## config.mk

```make
export PLATFORM = sky130hd
export DESIGN_NAME = acia_bus_port
export DESIGN_NICKNAME = d
export VERILOG_FILES = /design/src/rtl/acia_pkg.sv /design/src/rtl/acia_bus_fsm.sv /design/src/rtl/acia_tx_slot.sv /design/src/rtl/acia_bus_port.sv
export SDC_FILE = /design/constraint.sdc
export NUM_CORES = 1
export LEC_CHECK = 0
export CAP_MARGIN = 0
export CORE_ASPECT_RATIO = 1.2
export CORE_MARGIN = 4
export CORE_UTILIZATION = 60
export DETAILED_ROUTE_END_ITERATION = 10
export DONT_BUFFER_PORTS = 1
export HOLD_SLACK_MARGIN = 0.06
export PLACE_DENSITY_LB_ADDON = 0.15
export SKIP_CTS_REPAIR_TIMING = 1
export SLEW_MARGIN = 5
export SYNTH_ARGS = -nofsm -noshare
export SYNTH_HDL_FRONTEND = slang
export SYNTH_SLANG_ARGS = --single-unit
```

## constraint.sdc

```tcl
create_clock -name clk -period 1.9 [get_ports clk]
set_input_delay 0.285 -clock clk [delete_from_list [all_inputs] [get_ports clk]]
set_output_delay 0.285 -clock clk [all_outputs]
set_load 0.01 [all_outputs]
```

## src/rtl/acia_pkg.sv

```systemverilog
package acia_pkg;

    typedef enum logic [1:0] {
        BUS_IDLE,
        BUS_READ,
        BUS_WRITE,
        BUS_SKIP
    } bus_state_t;

    typedef enum logic {
        TX_EMPTY,
        TX_PEND
    } tx_state_t;

    // status bit positions
    localparam int STAT_RXF = 0;
    localparam int STAT_TXE = 1;

    // control bit positions
    localparam int CTRL_RXIE = 7;
    localparam int CTRL_RTS  = 6;

endpackage

```

## src/rtl/acia_bus_fsm.sv

```systemverilog
module acia_bus_fsm
    import acia_pkg::*;
#(
    parameter int              AW        = 8,
    parameter logic [AW-1:0]   DATA_PORT = 'h81,
    parameter logic [AW-1:0]   CTRL_PORT = 'h80
) (
    input  logic          clk,
    input  logic          rst_n,
    input  logic          iorq_n,
    input  logic          rd_n,
    input  logic          wr_n,
    input  logic [AW-1:0] addr,
    output logic          rd_data_go,
    output logic          rd_stat_go,
    output logic          wr_data_go,
    output logic          wr_ctrl_go,
    output logic          rd_hold
);

    bus_state_t state_q, state_d;
    logic hit_data, hit_ctrl, hit_any, first;

    assign hit_data = (addr == DATA_PORT);
    assign hit_ctrl = (addr == CTRL_PORT);
    assign hit_any  = hit_data | hit_ctrl;
    assign first    = (state_q == BUS_IDLE) && !iorq_n;

    always_ff @(posedge clk) begin
        if (!rst_n) state_q <= BUS_IDLE;
        else        state_q <= state_d;
    end

    always_comb begin
        state_d = state_q;
        unique case (state_q)
            BUS_IDLE: begin
                if (!iorq_n) begin
                    if (!rd_n && hit_any)      state_d = BUS_READ;
                    else if (!wr_n && hit_any) state_d = BUS_WRITE;
                    else                       state_d = BUS_SKIP;
                end
            end
            BUS_READ, BUS_WRITE, BUS_SKIP: begin
                if (iorq_n) state_d = BUS_IDLE;
            end
            default: state_d = BUS_IDLE;
        endcase
    end

    always_comb begin
        rd_data_go = first && !rd_n && hit_data;
        rd_stat_go = first && !rd_n && hit_ctrl;
        wr_data_go = first && rd_n && !wr_n && hit_data;
        wr_ctrl_go = first && rd_n && !wr_n && hit_ctrl;
        rd_hold    = (state_q == BUS_READ) && !iorq_n && !rd_n && hit_any;
    end

endmodule

```

## src/rtl/acia_tx_slot.sv

```systemverilog
module acia_tx_slot
    import acia_pkg::*;
#(
    parameter int DW = 8
) (
    input  logic          clk,
    input  logic          rst_n,
    input  logic          load,
    input  logic [DW-1:0] load_data,
    output logic [DW-1:0] tx_data,
    output logic          tx_valid,
    input  logic          tx_ready,
    output logic          empty
);

    tx_state_t state_q, state_d;
    logic [DW-1:0] byte_q;

    always_ff @(posedge clk) begin
        if (!rst_n) state_q <= TX_EMPTY;
        else        state_q <= state_d;
    end

    always_comb begin
        state_d = state_q;
        unique case (state_q)
            TX_EMPTY: if (load) state_d = TX_PEND;
            TX_PEND:  if (tx_ready && !load) state_d = TX_EMPTY;
            default:  state_d = TX_EMPTY;
        endcase
    end

    always_ff @(posedge clk) begin
        if (!rst_n)    byte_q <= '0;
        else if (load) byte_q <= load_data;
    end

    always_comb begin
        tx_data  = byte_q;
        tx_valid = (state_q == TX_PEND);
        empty    = (state_q == TX_EMPTY);
    end

endmodule

```

## src/rtl/acia_bus_port.sv

```systemverilog
module acia_bus_port
    import acia_pkg::*;
#(
    parameter int              AW        = 8,
    parameter int              DW        = 8,
    parameter logic [AW-1:0]   DATA_PORT = 'h81,
    parameter logic [AW-1:0]   CTRL_PORT = 'h80,
    parameter logic [DW-1:0]   CTRL_INIT = 'h54
) (
    input  logic          clk,
    input  logic          rst_n,
    input  logic          iorq_n,
    input  logic          rd_n,
    input  logic          wr_n,
    input  logic [AW-1:0] addr,
    input  logic [DW-1:0] din,
    output logic [DW-1:0] dout,
    output logic          dout_en,
    output logic          int_n,
    input  logic [DW-1:0] rx_data,
    input  logic          rx_valid,
    output logic          rx_ready,
    output logic [DW-1:0] tx_data,
    output logic          tx_valid,
    input  logic          tx_ready
);

    logic rd_data_go, rd_stat_go, wr_data_go, wr_ctrl_go, rd_hold;
    logic rxie_q, rts_q, rxf_q, int_n_q, txe;
    logic [DW-1:0] rx_q, dout_q, status;
    logic dout_en_q;

    acia_bus_fsm #(
        .AW        (AW),
        .DATA_PORT (DATA_PORT),
        .CTRL_PORT (CTRL_PORT)
    ) u_bus (
        .clk        (clk),
        .rst_n      (rst_n),
        .iorq_n     (iorq_n),
        .rd_n       (rd_n),
        .wr_n       (wr_n),
        .addr       (addr),
        .rd_data_go (rd_data_go),
        .rd_stat_go (rd_stat_go),
        .wr_data_go (wr_data_go),
        .wr_ctrl_go (wr_ctrl_go),
        .rd_hold    (rd_hold)
    );

    acia_tx_slot #(.DW(DW)) u_tx (
        .clk       (clk),
        .rst_n     (rst_n),
        .load      (wr_data_go),
        .load_data (din),
        .tx_data   (tx_data),
        .tx_valid  (tx_valid),
        .tx_ready  (tx_ready),
        .empty     (txe)
    );

    // control: only the bits with an effect in this block are kept
    always_ff @(posedge clk) begin
        if (!rst_n) begin
            rxie_q <= CTRL_INIT[CTRL_RXIE];
            rts_q  <= CTRL_INIT[CTRL_RTS];
        end else if (wr_ctrl_go) begin
            rxie_q <= din[CTRL_RXIE];
            rts_q  <= din[CTRL_RTS];
        end
    end

    // receive-full flag and interrupt, re-evaluated every cycle
    always_ff @(posedge clk) begin
        if (!rst_n) begin
            rxf_q   <= 1'b0;
            int_n_q <= 1'b1;
        end else begin
            rxf_q   <= !rts_q && rx_valid;
            int_n_q <= !(!rts_q && rx_valid && rxie_q);
        end
    end

    always_comb begin
        status           = '0;
        status[STAT_RXF] = rxf_q;
        status[STAT_TXE] = txe;
    end

    always_ff @(posedge clk) begin
        if (!rst_n)                      rx_q <= '0;
        else if (rd_data_go && rx_valid) rx_q <= rx_data;
    end

    always_ff @(posedge clk) begin
        if (!rst_n) begin
            dout_q    <= '0;
            dout_en_q <= 1'b0;
        end else if (rd_data_go) begin
            dout_q    <= rx_valid ? rx_data : rx_q;
            dout_en_q <= 1'b1;
        end else if (rd_stat_go) begin
            dout_q    <= status;
            dout_en_q <= 1'b1;
        end else if (rd_hold) begin
            dout_en_q <= 1'b1;
        end else begin
            dout_q    <= '0;
            dout_en_q <= 1'b0;
        end
    end

    assign rx_ready = rd_data_go && rx_valid;
    assign dout     = dout_q;
    assign dout_en  = dout_en_q;
    assign int_n    = int_n_q;

endmodule

```

# Word level (Yosys, flattened, before mapping)
# Index checks and enable logic that the tools add are counted.
[totals]
in_bits = 31
out_inout_bits = 20
latch_bits = 0
memories = 0
romBits = 0
ram_bits = 0
register_bits = 32
elab_cells = 61
[classes]
n_reduce_logical = 26
order_cmp = 0
n_mul = 0
muxes = 15
n_addsub = 0
eq_ne = 8
shifts = 0
n_bitwise = 2
n_div = 0
[op_table]
columns = ["op", "count"]
rows = [
  ["8-bit 2-to-1 mux", 4],
  ["1-bit logical AND", 17],
  ["8-bit == test, second input constant", 2],
  ["1-bit zero test", 6],
  ["1-bit 2-to-1 mux", 6],
  ["2-bit 2-to-1 mux", 3],
  ["2-bit == test, second input constant", 2],
  ["2-bit != test, second input constant", 2],
  ["2-bit case mux with 2 select lines", 1],
  ["3-bit != test, second input constant", 1],
  ["3-bit OR reduction", 1],
  ["2-bit by 1-bit == test with 1-bit output, second input constant", 1],
  ["2-bit zero test", 1],
  ["1-bit case mux with 2 select lines", 1],
  ["2-bit AND reduction", 1],
  ["1-bit inverter", 1],
  ["1-bit bitwise OR", 1],
]

# Depth between registers and ports, before layout
[depth]
ltp_word = 9
depth_mapped = 5
mapped_depth_nobuf = 3

# By module
# Synthesis repeated with hierarchy kept, for this count alone.
[hier_totals]
cells_unflattened = 142
hier_area_um2 = 1418.9
[by_module_without_submodules]
columns = ["module", "seq_area_each_um2", "cells_per_inst", "n_inst", "area_each_um2"]
rows = [
  ["acia_bus_port", 420.4, 93, 1, 893.4],
  ["acia_tx_slot", 180.2, 29, 1, 339.1],
  ["acia_bus_fsm", 40.0, 20, 1, 186.4],
]

# Least setup slack after synthesis
# Ideal clock, no wire load.
[synth_timing]
kind = "input to register"
from = "input addr[5]"
to = "register dout_q[0], in the netlist dout[0]"
setup_time_ns = 0.066
setup_slack_ns = 0.205
cell_stages = 5
n_path_buf = 2
t_required_ns = 1.834
arrival_ns = 1.629
path_cell_list = "or4b_1 > buf_2 > or4_4 > buf_6 > a21oi_2"
[synth_between]
elab_chain_len = 4
elab_cells_between_ends = 9
cone_classes = "eq/ne: 3; mux: 2; bitwise: 1; reduce/logical: 3"
[synth_rtl]
columns = ["item", "line", "rtl"]
rows = [
  ["from (decl)", "acia_bus_port.sv:15", "input logic [AW-1:0] addr,"],
  ["8-bit == test (on tied branches)", "acia_bus_fsm.sv:24, acia_bus_fsm.sv:25", ""],
  ["1-bit bitwise OR or 1-bit logical AND (tied branches)", "acia_bus_fsm.sv:26, acia_bus_fsm.sv:53", ""],
  ["1-bit logical AND or 8-bit 2-to-1 mux (tied branches)", "acia_bus_fsm.sv:56, acia_bus_port.sv:102", ""],
  ["3-bit != test (no source line) or 8-bit 2-to-1 mux (tied branches)", "n/a", ""],
  ["to (signal assigned)", "acia_bus_port.sv:100", "dout_q <= rx_valid ? rx_data : rx_q;"],
  ["to (signal assigned)", "acia_bus_port.sv:103", "dout_q <= status;"],
  ["to (decl)", "acia_bus_port.sv:30", "logic [DW-1:0] rx_q, dout_q, status;"],
]
# Parallel ways exist; a longest one is shown, timed or not.
# A chain may end at the register's enable or synchronous reset.

# Worst setup path in the final report
[layout_timing]
from = "register u_bus.state_q[0]"
to = "output rx_ready"
[layout_between]
elab_chain_len = 5
[layout_rtl]
columns = ["item", "line", "rtl"]
rows = [
  ["from (decl)", "acia_bus_fsm.sv:21", "bus_state_t state_q, state_d;"],
  ["from (signal assigned)", "acia_bus_fsm.sv:31", "else state_q <= state_d;"],
  ["2-bit zero test", "acia_bus_fsm.sv:27", "assign first = (state_q == BUS_IDLE) && !iorq_n;"],
  ["1-bit logical AND", "acia_bus_fsm.sv:27", ""],
  ["1-bit logical AND (2 in a row)", "acia_bus_fsm.sv:52", "rd_data_go = first && !rd_n && hit_data;"],
  ["1-bit logical AND", "acia_bus_port.sv:113", "assign rx_ready = rd_data_go && rx_valid;"],
  ["to (decl)", "acia_bus_port.sv:22", "output logic rx_ready,"],
]
# Every way passes these cells.

==> key figures <==
Routing
  – Number of remaining DRC errors: 0
  – Final ANT Viol Nets: 0
  – Vias per inst: about 5.6
  – Via count: between 1k and 1.5k
  – WL final: ~2.9 mm
  – TritonRoute pass-1 iters: 4
  – First DRT Iteration DRCs: 28
  – Routed len/inst: approximately 16 um

Floorplan
  – Vert. Die Dim: between 60 and 70 um
  – Die area: about 3100 um^2
  – IO Count: between 50 and 60
  – Initial Utilization: 0.647
  – Core Area: 2120 um^2
  – Chip Width: 51.6 um
  – FP Rows: 18

Worst setup path
  – CP max FO: 5
  – FF-to-FF End: rx_q[5]
  – Reg2reg setup slack: 0.18 ns
  – Crit path required time: between 1.5 and 2 ns
  – Reg2reg path depth: 5
  – Critical Path Source Type: flip-flop
  – Max incr delay on CP: about 0.4 ns
  – CP Class: flip-flop to output port
  – Crit. End Element: output port
  – Worst reg2reg path startpoint: u_bus.state_q[0]
  – Slowest CP cell: or3b_4
  – Cell Chain, Critical Path: or3b_4 > nor4_4 > buf_6
  – Data arrival time of the critical path: 1.54 ns

Final layout
  – Fillers: around 200
  – Final #Nets: roughly 180
  – Highest-count cells in the layout ignoring fill and taps: 37 x nand2_1, 32 x dfxtp_1, 20 x mux2i_1, 10 x nor2_1
  – Final instance area: 1490 um^2
  – Multi-input combinational cell area: ~700 um^2
  – Share of layout cells above drive strength 1: 0.164
  – FF+latch area: 641 um^2
  – Area grow syn2layout: 8.86%
  – Ant diodes: 0
  – Leading cell type in the layout, fill and taps excluded: nand2_1

Timing
  – Unrepaired setup endpoints after global routing: no
  – Final Max Tran Viols: 0
  – Worst-Margin Slew: about 0.48 ns
  – Clock Skews: ~0.0078 ns
  – Fin Setup TNS: 0 ns
  – Part of the cycle the worst path needs: 0.961
  – Hold slack: ~0.096 ns
  – Fmax: around 0.55 GHz
  – Post-layout minimum cycle time: about 1.8 ns
  – Final number of setup-violating endpoints: 0
  – Hold Violations, Final: 0
  – Max-slew headroom: 0.681

Synth
  – Post-synth net total: roughly 180
  – Synthesis warning total: 0
  – Synthesized cell area: about 1400 um^2
  – Register area share after synthesis: 0.468
  – Synth cell types: 23
  – Cells after Synth: 148
  – Syn avg cell area: ~9.3 um^2
  – #FFs+latches synth: 32

Clocking
  – Root Driver: clkbuf_4
  – Cts bufs inserted: 5
  – # H-tree levels: 2
  – Worst skew pair latency: 0.32 ns
  – Max Buffers Root-to-Sink: 2
  – Clk slew on worst S/H paths: about 0.09 ns
  – CTS sink count: 32
  – CTS tree: yes

Flow run
  – Number of max-cap violations: 0

Power
  – Max IR drop VDD: just over 0.7 mV
  – P per Cell Area: roughly 720 nW/um^2
  – Static Leak: ~0.53 nW

Global routing
  – First-pass GRT wire length: 4.31 mm
  – Initial antenna violation count: 0
  – Number of global-route vias before repair: roughly 1k
  – Pin count of the biggest net entering global routing: 39
  – Remaining Overflow, GRT: 0
  – Total Routing Usage GR: 0.189

Placed design
  – Dpl hpwl: 2.03 mm
  – Port bufs: 0
  – Routability cong.: approximately 0.74
  – DP Area: about 1400 um^2

Hold path
  – Number of cells on the worst hold path: 2
  – Worst Hold Path EP: rx_q[3]
  – Hold Crit Start: rx_data[3]
  – Hold Path Class: input port to flip-flop

Status
  – Status: completed
[per-layer routing]
layer / vias to the layer above / track usage / wire, um
met2: 42 / 0.335 / 1470
met1: 460 / 0.192 / 1050
met5: - / 0 / 0
li1: 509 / - / -
met4: 0 / 0.0787 / 33
met3: 4 / 0.0860 / 300
[final cells by class]
cell class                 instances  area share
clock inverter                     1     0.00336
sequential                        32       0.430
clock buffer                       6      0.0277
timing repair buffer               7      0.0419
inverter                           2     0.00503
tap                               30      0.0252
multi-input combinational        104       0.467
[synthesized netlist by cell type, drive strengths merged]
cell    instances  area (um^2)
nand2          37          139
nor2           10         37.5
nand2b          3         18.8
a21oi           2         17.5
nor2b           5         31.3
a211o           2         17.5
a22oi           6         45.0
inv             2         7.51
or4             2         22.5
or4b            1         10.0
a221oi          1         8.76
dfxtp          32          641
o21a            1         7.51
mux2            6         67.6
buf             6         33.8
nor4            4         25.0
mux2i          20          200
or3b            1         8.76
nor3            2         10.0
or3             1         6.26
clkbuf          4         15.0
[worst max-delay path: cells and delay by family, from the launching register on]
family	cells	cell delay, ns
and+or+nand+nor	2	0.71
buffers and inverters	1	0.19
DFF	1	0.33
[cells by family after synthesis]
logic type | count (synthesis) | synth area share
AND/OR/NAND/NOR | 66 | 0.226
buffers and inverters | 12 | 0.0411
AO/OA/AOI/OAI | 12 | 0.0703
multiplexers | 26 | 0.195
flip-flops | 32 | 0.468
[registers in the layout, summed over array words and instances (netlist names)]
signal / count
u_bus.state_q: 2
rts_q: 1
dout: 8
u_tx.tx_valid: 1
rxie_q: 1
rxf_q: 1
int_n: 1
u_tx.tx_data: 8
dout_en: 1
rx_q: 8
[per-stage QoR]
step | util | total power, mW | worst slack, ns | instances
final | 0.704 | 1.08 | 0.0734 | 182
after global routing | 0.704 | 1.13 | 0.00864 | 182
after CTS | 0.684 | 1.08 | -0.206 | 179
after detailed placement | 0.662 | 0.746 | 0.101 | 172
after global placement | 0.662 | 0.743 | 0.145 | 172
after floorplan | - | 0.748 | 0.205 | 148
[how the worst max path moves through the flow]
stage | from | end | slack [ns]
final | u_bus.state_q[0] | rx_ready | 0.07
after global routing | u_bus.state_q[0] | rx_ready | 0.009
after CTS | u_bus.state_q[1] | rx_ready | -0.21
after detailed placement | addr[5] | u_tx.tx_data[4] | 0.10
after global placement | addr[5] | rx_ready | 0.14
after floorplan | addr[5] | dout[0] | 0.20
[where the power goes]
part           total (mW)  internal (mW)  leakage, nW  switching (mW)
clock               0.347          0.136       0.0281           0.210
combinational      0.0597         0.0309        0.245          0.0288
sequential          0.675          0.673        0.258         0.00187
total                1.08          0.840        0.531           0.241
No activity file was read; power rests on OpenSTA's default activity.
